`src/rtl/hp_cmd_pkg.sv`:
```
package hp_cmd_pkg;

  localparam logic [2:0] ERR_NONE  = 3'b000;
  localparam logic [2:0] ERR_LATCH = 3'b001;
  localparam logic [2:0] ERR_CMD   = 3'b010;
  localparam logic [2:0] ERR_MODE  = 3'b100;

  typedef enum logic [2:0] {
    K_SLOT,
    K_MODE_A,
    K_PWR_ALL,
    K_EN_ALL,
    K_MODE_B,
    K_BAD
  } cmd_kind_e;

  // one slot update; a zero subfield means "leave as is"
  typedef struct packed {
    logic [1:0] st;
    logic [1:0] pwr;
    logic [1:0] attn;
  } slot_upd_t;

  function automatic cmd_kind_e classify(input logic [7:0] c);
    if (c < 8'h40)          return K_SLOT;
    else if (c < 8'h48)     return K_MODE_A;
    else if (c == 8'h48)    return K_PWR_ALL;
    else if (c == 8'h49)    return K_EN_ALL;
    else if (c[7:4] == 4'h5) return K_MODE_B;
    else                    return K_BAD;
  endfunction

endpackage

```
`src/rtl/hp_cmd_decode.sv`:
```
module hp_cmd_decode
  import hp_cmd_pkg::*;
#(
  parameter int NUM_SLOTS = 4,
  parameter int PI_LEVEL  = 2
) (
  input  logic [7:0]           code_i,
  input  logic [7:0]           tgt_i,
  input  logic [NUM_SLOTS-1:0] latch_i,
  output logic [2:0]           err_o,
  output logic [NUM_SLOTS-1:0] slot_we_o,
  output slot_upd_t            upd_o,
  output logic                 mode_we_o,
  output logic [3:0]           mode_val_o
);

  localparam logic [7:0] SLOT_LIM = 8'(NUM_SLOTS);

  cmd_kind_e            kind;
  logic [NUM_SLOTS-1:0] tgt_sel;
  logic                 tgt_ok;
  logic                 latch_hit;
  logic                 st_up;
  logic [3:0]           mode_a;
  logic [3:0]           mode_b;

  for (genvar i = 0; i < NUM_SLOTS; i++) begin : g_sel
    assign tgt_sel[i] = (tgt_i == 8'(i));
  end

  assign kind      = classify(code_i);
  assign tgt_ok    = (tgt_i < SLOT_LIM);
  assign latch_hit = |(tgt_sel & latch_i);
  assign st_up     = (code_i[1:0] == 2'd1) || (code_i[1:0] == 2'd2);
  assign mode_a    = {1'b0, code_i[2:0]};
  assign mode_b    = code_i[3:0];

  always_comb begin
    err_o      = ERR_NONE;
    slot_we_o  = '0;
    upd_o      = '0;
    mode_we_o  = 1'b0;
    mode_val_o = '0;
    unique case (kind)
      K_SLOT: begin
        if (!tgt_ok) begin
          err_o = ERR_CMD;
        end else if (st_up && latch_hit) begin
          err_o = ERR_LATCH;
        end else begin
          slot_we_o = tgt_sel;
          upd_o     = '{st: code_i[1:0], pwr: code_i[3:2], attn: code_i[5:4]};
        end
      end
      K_PWR_ALL, K_EN_ALL: begin
        if (|latch_i) begin
          err_o = ERR_LATCH;
        end else begin
          slot_we_o = '1;
          upd_o.st  = (kind == K_PWR_ALL) ? 2'd1 : 2'd2;
        end
      end
      K_MODE_A: begin
        if (mode_a > 4'd4) begin
          err_o = ERR_MODE;
        end else begin
          mode_we_o  = 1'b1;
          mode_val_o = mode_a;
        end
      end
      K_MODE_B: begin
        if ((mode_b >= 4'd14) || ((PI_LEVEL == 1) && (mode_b > 4'd4))) begin
          err_o = ERR_MODE;
        end else begin
          mode_we_o  = 1'b1;
          mode_val_o = mode_b;
        end
      end
      default: err_o = ERR_CMD;
    endcase
  end

endmodule

```
`src/rtl/hp_cmd_seq.sv`:
```
module hp_cmd_seq #(
  parameter int EXEC_CYCLES = 4
) (
  input  logic        clk_i,
  input  logic        rst_ni,
  input  logic        cmd_valid_i,
  input  logic [15:0] cmd_word_i,
  input  logic [2:0]  err_next_i,
  input  logic        evt_clr_i,
  output logic        busy_o,
  output logic [15:0] cmd_q_o,
  output logic        done_o,
  output logic [2:0]  err_o,
  output logic        evt_o
);

  localparam int CNT_W = (EXEC_CYCLES > 1) ? $clog2(EXEC_CYCLES) : 1;
  localparam logic [CNT_W-1:0] CNT_LAST = CNT_W'(EXEC_CYCLES - 1);

  logic             busy_q;
  logic [CNT_W-1:0] cnt_q;
  logic [15:0]      cmd_q;
  logic [2:0]       err_q;
  logic             evt_q;
  logic             accept;

  assign accept = cmd_valid_i && !busy_q;
  assign done_o = busy_q && (cnt_q == '0);

  always_ff @(posedge clk_i or negedge rst_ni) begin
    if (!rst_ni) begin
      busy_q <= 1'b0;
      cnt_q  <= '0;
      cmd_q  <= '0;
      err_q  <= '0;
    end else if (accept) begin
      busy_q <= 1'b1;
      cnt_q  <= CNT_LAST;
      cmd_q  <= cmd_word_i;
      err_q  <= '0;
    end else if (done_o) begin
      busy_q <= 1'b0;
      err_q  <= err_next_i;
    end else if (busy_q) begin
      cnt_q  <= cnt_q - 1'b1;
    end
  end

  always_ff @(posedge clk_i or negedge rst_ni) begin
    if (!rst_ni)        evt_q <= 1'b0;
    else if (done_o)    evt_q <= 1'b1;
    else if (evt_clr_i) evt_q <= 1'b0;
  end

  assign busy_o  = busy_q;
  assign cmd_q_o = cmd_q;
  assign err_o   = err_q;
  assign evt_o   = evt_q;

  a_r2_busy_from_write: assert property (@(posedge clk_i) disable iff (!rst_ni)
    $rose(busy_q) |-> $past(cmd_valid_i));
  a_r2_word_held: assert property (@(posedge clk_i) disable iff (!rst_ni)
    (busy_q && !done_o) |=> $stable(cmd_q));
  a_r10_err_onehot: assert property (@(posedge clk_i) disable iff (!rst_ni)
    $onehot0(err_q));
  a_r10_err_zero_busy: assert property (@(posedge clk_i) disable iff (!rst_ni)
    busy_q |-> (err_q == 3'b000));
  a_r11_evt_set: assert property (@(posedge clk_i) disable iff (!rst_ni)
    done_o |=> evt_q);

endmodule

```
`src/rtl/hp_field_bank.sv`:
```
module hp_field_bank
  import hp_cmd_pkg::*;
#(
  parameter int NUM_SLOTS = 4,
  parameter int PI_LEVEL  = 2
) (
  input  logic                   clk_i,
  input  logic                   rst_ni,
  input  logic                   apply_i,
  input  logic [NUM_SLOTS-1:0]   slot_we_i,
  input  slot_upd_t              upd_i,
  input  logic                   mode_we_i,
  input  logic [3:0]             mode_val_i,
  input  logic [NUM_SLOTS-1:0]   latch_i,
  output logic [2*NUM_SLOTS-1:0] state_o,
  output logic [2*NUM_SLOTS-1:0] pwr_o,
  output logic [2*NUM_SLOTS-1:0] attn_o,
  output logic [3:0]             mode_o
);

  for (genvar i = 0; i < NUM_SLOTS; i++) begin : g_slot
    logic [1:0] st_q, pwr_q, attn_q;
    logic       hit;

    assign hit = apply_i && slot_we_i[i];

    always_ff @(posedge clk_i or negedge rst_ni) begin
      if (!rst_ni) begin
        st_q   <= 2'd3;
        pwr_q  <= 2'd3;
        attn_q <= 2'd3;
      end else if (hit) begin
        if (upd_i.st   != 2'd0) st_q   <= upd_i.st;
        if (upd_i.pwr  != 2'd0) pwr_q  <= upd_i.pwr;
        if (upd_i.attn != 2'd0) attn_q <= upd_i.attn;
      end
    end

    assign state_o[2*i +: 2] = st_q;
    assign pwr_o[2*i +: 2]   = pwr_q;
    assign attn_o[2*i +: 2]  = attn_q;

    a_r5_latch_guard: assert property (@(posedge clk_i) disable iff (!rst_ni)
      ((st_q == 2'd1 || st_q == 2'd2) && !$stable(st_q)) |-> !$past(latch_i[i]));
  end

  logic [3:0] mode_q;
  always_ff @(posedge clk_i or negedge rst_ni) begin
    if (!rst_ni)                      mode_q <= 4'd0;
    else if (apply_i && mode_we_i)    mode_q <= mode_val_i;
  end
  assign mode_o = mode_q;

  if (PI_LEVEL == 1) begin : g_pi1
    a_r8_pi1_mode_cap: assert property (@(posedge clk_i) disable iff (!rst_ni)
      mode_q <= 4'd4);
  end

endmodule

```
`src/rtl/hp_cmd_engine.sv`:
```
module hp_cmd_engine
  import hp_cmd_pkg::*;
#(
  parameter int NUM_SLOTS   = 4,
  parameter int EXEC_CYCLES = 4,
  parameter int PI_LEVEL    = 2
) (
  input  logic                   clk_i,
  input  logic                   rst_ni,
  input  logic                   cmd_valid_i,
  output logic                   cmd_ready_o,
  input  logic [15:0]            cmd_word_i,
  input  logic [NUM_SLOTS-1:0]   latch_open_i,
  input  logic                   cmd_irq_mask_i,
  input  logic                   cmd_evt_clr_i,
  output logic [3:0]             status_o,
  output logic                   cmd_evt_o,
  output logic                   cmd_irq_o,
  output logic [2*NUM_SLOTS-1:0] slot_state_o,
  output logic [2*NUM_SLOTS-1:0] pwr_ind_o,
  output logic [2*NUM_SLOTS-1:0] attn_ind_o,
  output logic [3:0]             bus_mode_o
);

  logic                 busy;
  logic                 done;
  logic [15:0]          cmd_q;
  logic [2:0]           err_next;
  logic [2:0]           err_q;
  logic                 evt;
  logic [NUM_SLOTS-1:0] slot_we;
  slot_upd_t            upd;
  logic                 mode_we;
  logic [3:0]           mode_val;

  hp_cmd_seq #(.EXEC_CYCLES(EXEC_CYCLES)) u_seq (
    .clk_i       (clk_i),
    .rst_ni      (rst_ni),
    .cmd_valid_i (cmd_valid_i),
    .cmd_word_i  (cmd_word_i),
    .err_next_i  (err_next),
    .evt_clr_i   (cmd_evt_clr_i),
    .busy_o      (busy),
    .cmd_q_o     (cmd_q),
    .done_o      (done),
    .err_o       (err_q),
    .evt_o       (evt)
  );

  hp_cmd_decode #(.NUM_SLOTS(NUM_SLOTS), .PI_LEVEL(PI_LEVEL)) u_dec (
    .code_i     (cmd_q[7:0]),
    .tgt_i      (cmd_q[15:8]),
    .latch_i    (latch_open_i),
    .err_o      (err_next),
    .slot_we_o  (slot_we),
    .upd_o      (upd),
    .mode_we_o  (mode_we),
    .mode_val_o (mode_val)
  );

  hp_field_bank #(.NUM_SLOTS(NUM_SLOTS), .PI_LEVEL(PI_LEVEL)) u_bank (
    .clk_i      (clk_i),
    .rst_ni     (rst_ni),
    .apply_i    (done),
    .slot_we_i  (slot_we),
    .upd_i      (upd),
    .mode_we_i  (mode_we),
    .mode_val_i (mode_val),
    .latch_i    (latch_open_i),
    .state_o    (slot_state_o),
    .pwr_o      (pwr_ind_o),
    .attn_o     (attn_ind_o),
    .mode_o     (bus_mode_o)
  );

  assign cmd_ready_o = !busy;
  assign status_o    = {err_q, busy};
  assign cmd_evt_o   = evt;
  assign cmd_irq_o   = evt && !cmd_irq_mask_i;

  a_r2_fields_quiet: assert property (@(posedge clk_i) disable iff (!rst_ni)
    !busy |=> ($stable(slot_state_o) && $stable(pwr_ind_o) &&
               $stable(attn_ind_o) && $stable(bus_mode_o)));

endmodule

```
`config.mk`:
```
export PLATFORM = sky130hd
export DESIGN_NAME = hp_cmd_engine
export DESIGN_NICKNAME = d
export VERILOG_FILES = /design/src/rtl/hp_cmd_pkg.sv /design/src/rtl/hp_cmd_decode.sv /design/src/rtl/hp_cmd_seq.sv /design/src/rtl/hp_field_bank.sv /design/src/rtl/hp_cmd_engine.sv
export SDC_FILE = /design/constraint.sdc
export NUM_CORES = 1
export LEC_CHECK = 0
export ABC_AREA = 1
export BUFFER_PORTS_ARGS = -buffer_cell sky130_fd_sc_hd__buf_2
export CAP_MARGIN = 30
export CORE_ASPECT_RATIO = 1.1
export CORE_MARGIN = 1.5
export CORE_UTILIZATION = 53
export DETAILED_ROUTE_END_ITERATION = 12
export PLACE_DENSITY = 0.82
export SKIP_CTS_REPAIR_TIMING = 1
export SLEW_MARGIN = 10
export SYNTH_ARGS = -nofsm -noshare
export SYNTH_HDL_FRONTEND = slang
export SYNTH_SLANG_ARGS = --single-unit
```
`constraint.sdc`:
```
create_clock -name clk_i -period 1.97 [get_ports clk_i]
set_input_delay 0.394 -clock clk_i [delete_from_list [all_inputs] [get_ports clk_i]]
set_output_delay 0.394 -clock clk_i [all_outputs]
set_load 0.02 [all_outputs]
```
==> results.toml <==
[detailed_routing]
drtPass1Iterations = 4
wl_per_cell_um = 12.2
wirelength_um = 5210
viasPerCell = 5.11
drt-initial-drc-count = 115
dr_total_vias = 2183
drt.antenna.violating_nets = 0
drc = 0

[worst_setup_path]
crit_start = "u_seq.cmd_q_o[0]$_DFFE_PN0P_"
crit_path_max_fanout = 6
path_class = "flip-flop to flip-flop"
critPathCaptureType = "flip-flop"
worstPathRequired_ns = 2.21
startpoint_type = "flip-flop"
r2r_start = "u_seq.cmd_q_o[0]$_DFFE_PN0P_"
arrival_ns = 2.05

[die]
die_width_um = 68.1
initial_utilization_pct = 56.4
std_cell_rows = 25
pin_count = 60
dieArea_um2 = 5080
core_area_um2 = 4380
die_h_um = 74.6

[yosys]
synth_most_common_cell = "nand2_1"
ys_warn_count = 0
syn_area_per_cell_um2 = 8.07
synth_cells = 306
synth_top_area_share_pct = 27.4
synth_common_cells = "115 x nand2_1, 36 x nand3_1, 27 x dfrtp_1, 24 x dfstp_2"
synth_edf_count = 0
synth_largest_area_cell = "dfrtp_1"
ys_seq_area_share_pct = 52.9
ys_seq_elements = 51
synth.area.top_cells = "dfrtp_1 27%, dfstp_2 26%, nand2_1 17%, nand3_1 7.3%, inv_1 3.5%"
synth_cell_types = 27
syn-num-nets = 335
mappedNetlistArea_um2 = 2470
synth-async-reset-ratio_pct = 100
synthFlopType = "dfrtp_1"

[clocking]
cts.clk_slew.worst_paths_ns = 0.10
insertion_delay_ns = 0.30
cts_tree = "yes"
htreeDepth = 2
cts_made_buffers = 5
cts_buffer_depth = 2
clock_sinks = 51
ctsRootBufferMaster = "clkbuf_8"

[global_route]
antenna_found_initial = 0
grt_max_degree = 29
grt_pass1_wl_um = 8620
grt_pass1_vias = 2072
grt-ovfl-total = 0
grt_use_total_pct = 22.5

[pwr]
p_switching_mw = 1.30
sequentialPowerShare_pct = 43.6
intPower_mw = 2.03
power_mw = 3.33
clkPwrFrac_pct = 21.5
power.density_nw_per_um2 = 1120
ir_drop_v = 0.000780
combPwrFrac_pct = 34.9
switching_share_pct = 39.0
leakage_nw = 1.58

[sta]
tightest_slew_ns = 0.550
rsz0062_at_grt = "false"
tns_ns = 0
hold_viol_final = 0
skew_ns = 0.0152
layout_min_cycle_time_ns = 1.81
fmax_mhz = 552
max_slew_margin_pct = 63.3
slew_violations = 0
fin_crit_sh_pct = 92.0
finalSetupViolations = 0

[place]
routabilityCongestion = 0.880
dp_hpwl_um = 3970
port_buffers = 59
placed_area_um2 = 2860

[final_layout]
diodes = 0
utilization_pct = 67.7
area_growth_pct = 20.1
fin_nets = 401
postLayoutCellArea_um2 = 2970
drive_gt1_share_pct = 30.3

[min_path]
hold_class = "primary input to async pin"

[run]
maxCapViolations = 0

[status]
outcome = "finished, final reports clean"
[per-stage QoR]
step	worst slack (ns)	std cells	hold WS, ns
6_report	0.158	427	0.0769
3_3_place_gp	0.250	419	0.406
5_1_grt	0.0132	427	0.105
3_5_place_dp	0.164	419	0.414
2_1_floorplan	0.459	306	0.0984
4_1_cts	0.0944	427	0.0877
[power by group through the flow]
stage	clock network, mW	registers, mW	logic, mW
floorplan	0	1.48	0.801
global placement	0	1.45	1.13
detailed placement	0	1.46	1.16
CTS	0.731	1.44	1.17
global route	0.774	1.48	1.32
finish	0.716	1.45	1.16
[cell type report]
class / count / area [µm²]
Multi-Input combinational cell: 221 / 1030
Clock buffer: 6 / 72.6
Clock inverter: 2 / 36.3
Tap cell: 54 / 67.6
Inverter: 29 / 111
Sequential cell: 51 / 1310
Timing Repair Buffer: 64 / 345
Fill cell: 379 / 1410
[flip-flops by register name, indices dropped and copies added (netlist names)]
| register | cells |
|---|---|
| u_seq.evt_o | 1 |
| u_seq.busy_o | 1 |
| u_bank.g_slot.st_q | 8 |
| u_seq.err_o | 3 |
| u_bank.g_slot.pwr_q | 8 |
| u_seq.cnt_q | 2 |
| u_bank.mode_o | 4 |
| u_seq.cmd_q_o | 16 |
| u_bank.g_slot.attn_q | 8 |
[metal layers]
metal  up-vias  global-route usage (%)  routed length [µm]  share of wire [%]
met3         8                    4.54                 203                3.9
met2        53                    39.9                2690                 52
met5         -                       0                   0                  0
met4         0                    7.56                  73                1.4
met1      1015                    27.1                2250                 43
li1       1107                       -                   -                  -
[placed cells by master, fill, tap and decap left out, types with 3 or more instances in the layout]
master / netlist / layout
dfrtp_1: 27 / 27
nor2_1: 23 / 23
nand3_1: 36 / 36
nor2_4: 4 / 4
nor3_1: 3 / 3
dfstp_2: 24 / 24
nand2_2: 6 / 6
ha_1: 4 / 4
inv_1: 23 / 22
buf_4: 1 / 4
inv_2: 4 / 5
nand2_1: 115 / 115
clkbuf_8: 0 / 5
buf_2: 2 / 59
o21ai_0: 17 / 17
[kinds of logic after synthesis]
| logic type | after synthesis | synth area share (%) |
|---|---|---|
| AOI/OAI and AO/OA | 25 | 5.93 |
| and+or+nand+nor | 192 | 33.6 |
| adders and majority gates | 4 | 2.03 |
| DFF | 51 | 52.9 |
| buffers and inverters | 34 | 5.52 |
[critical path, cell delays in order, from the launching register on]
cell and delay, ns:
dfrtp_1 0.41, inv_1 0.14, ha_1 0.16, nand3_1 0.09, nand2_1 0.10, nand2_1 0.08
nor2_1 0.20, inv_1 0.15, nand2_2 0.16, nand3_1 0.12, nand2_1 0.09, nand2_1 0.05
[path summary, 6_finish.rpt]
check | to | slack [ns] | depth (start not counted)
worst max-delay path | u_bank.g_slot[0].attn_q[1]$_DFFE_PN1P_ | 0.16 | 11
worst min-delay path | u_seq.cmd_q_o[11]$_DFFE_PN0P_ | 0.08 | 1
worst max register to register | u_bank.g_slot[0].attn_q[1]$_DFFE_PN1P_ | 0.16 | 11
worst min register to register | u_bank.g_slot[1].pwr_q[0]$_DFFE_PN1P_ | 0.46 | 2
max in group asynchronous | u_bank.g_slot[3].attn_q[0]$_DFFE_PN1P_ | 1.30 | 2
min in group clk_i | u_seq.evt_o$_DFFE_PN0P_ | 0.26 | 2
Note: power is estimated with default switching activity, not from simulation.
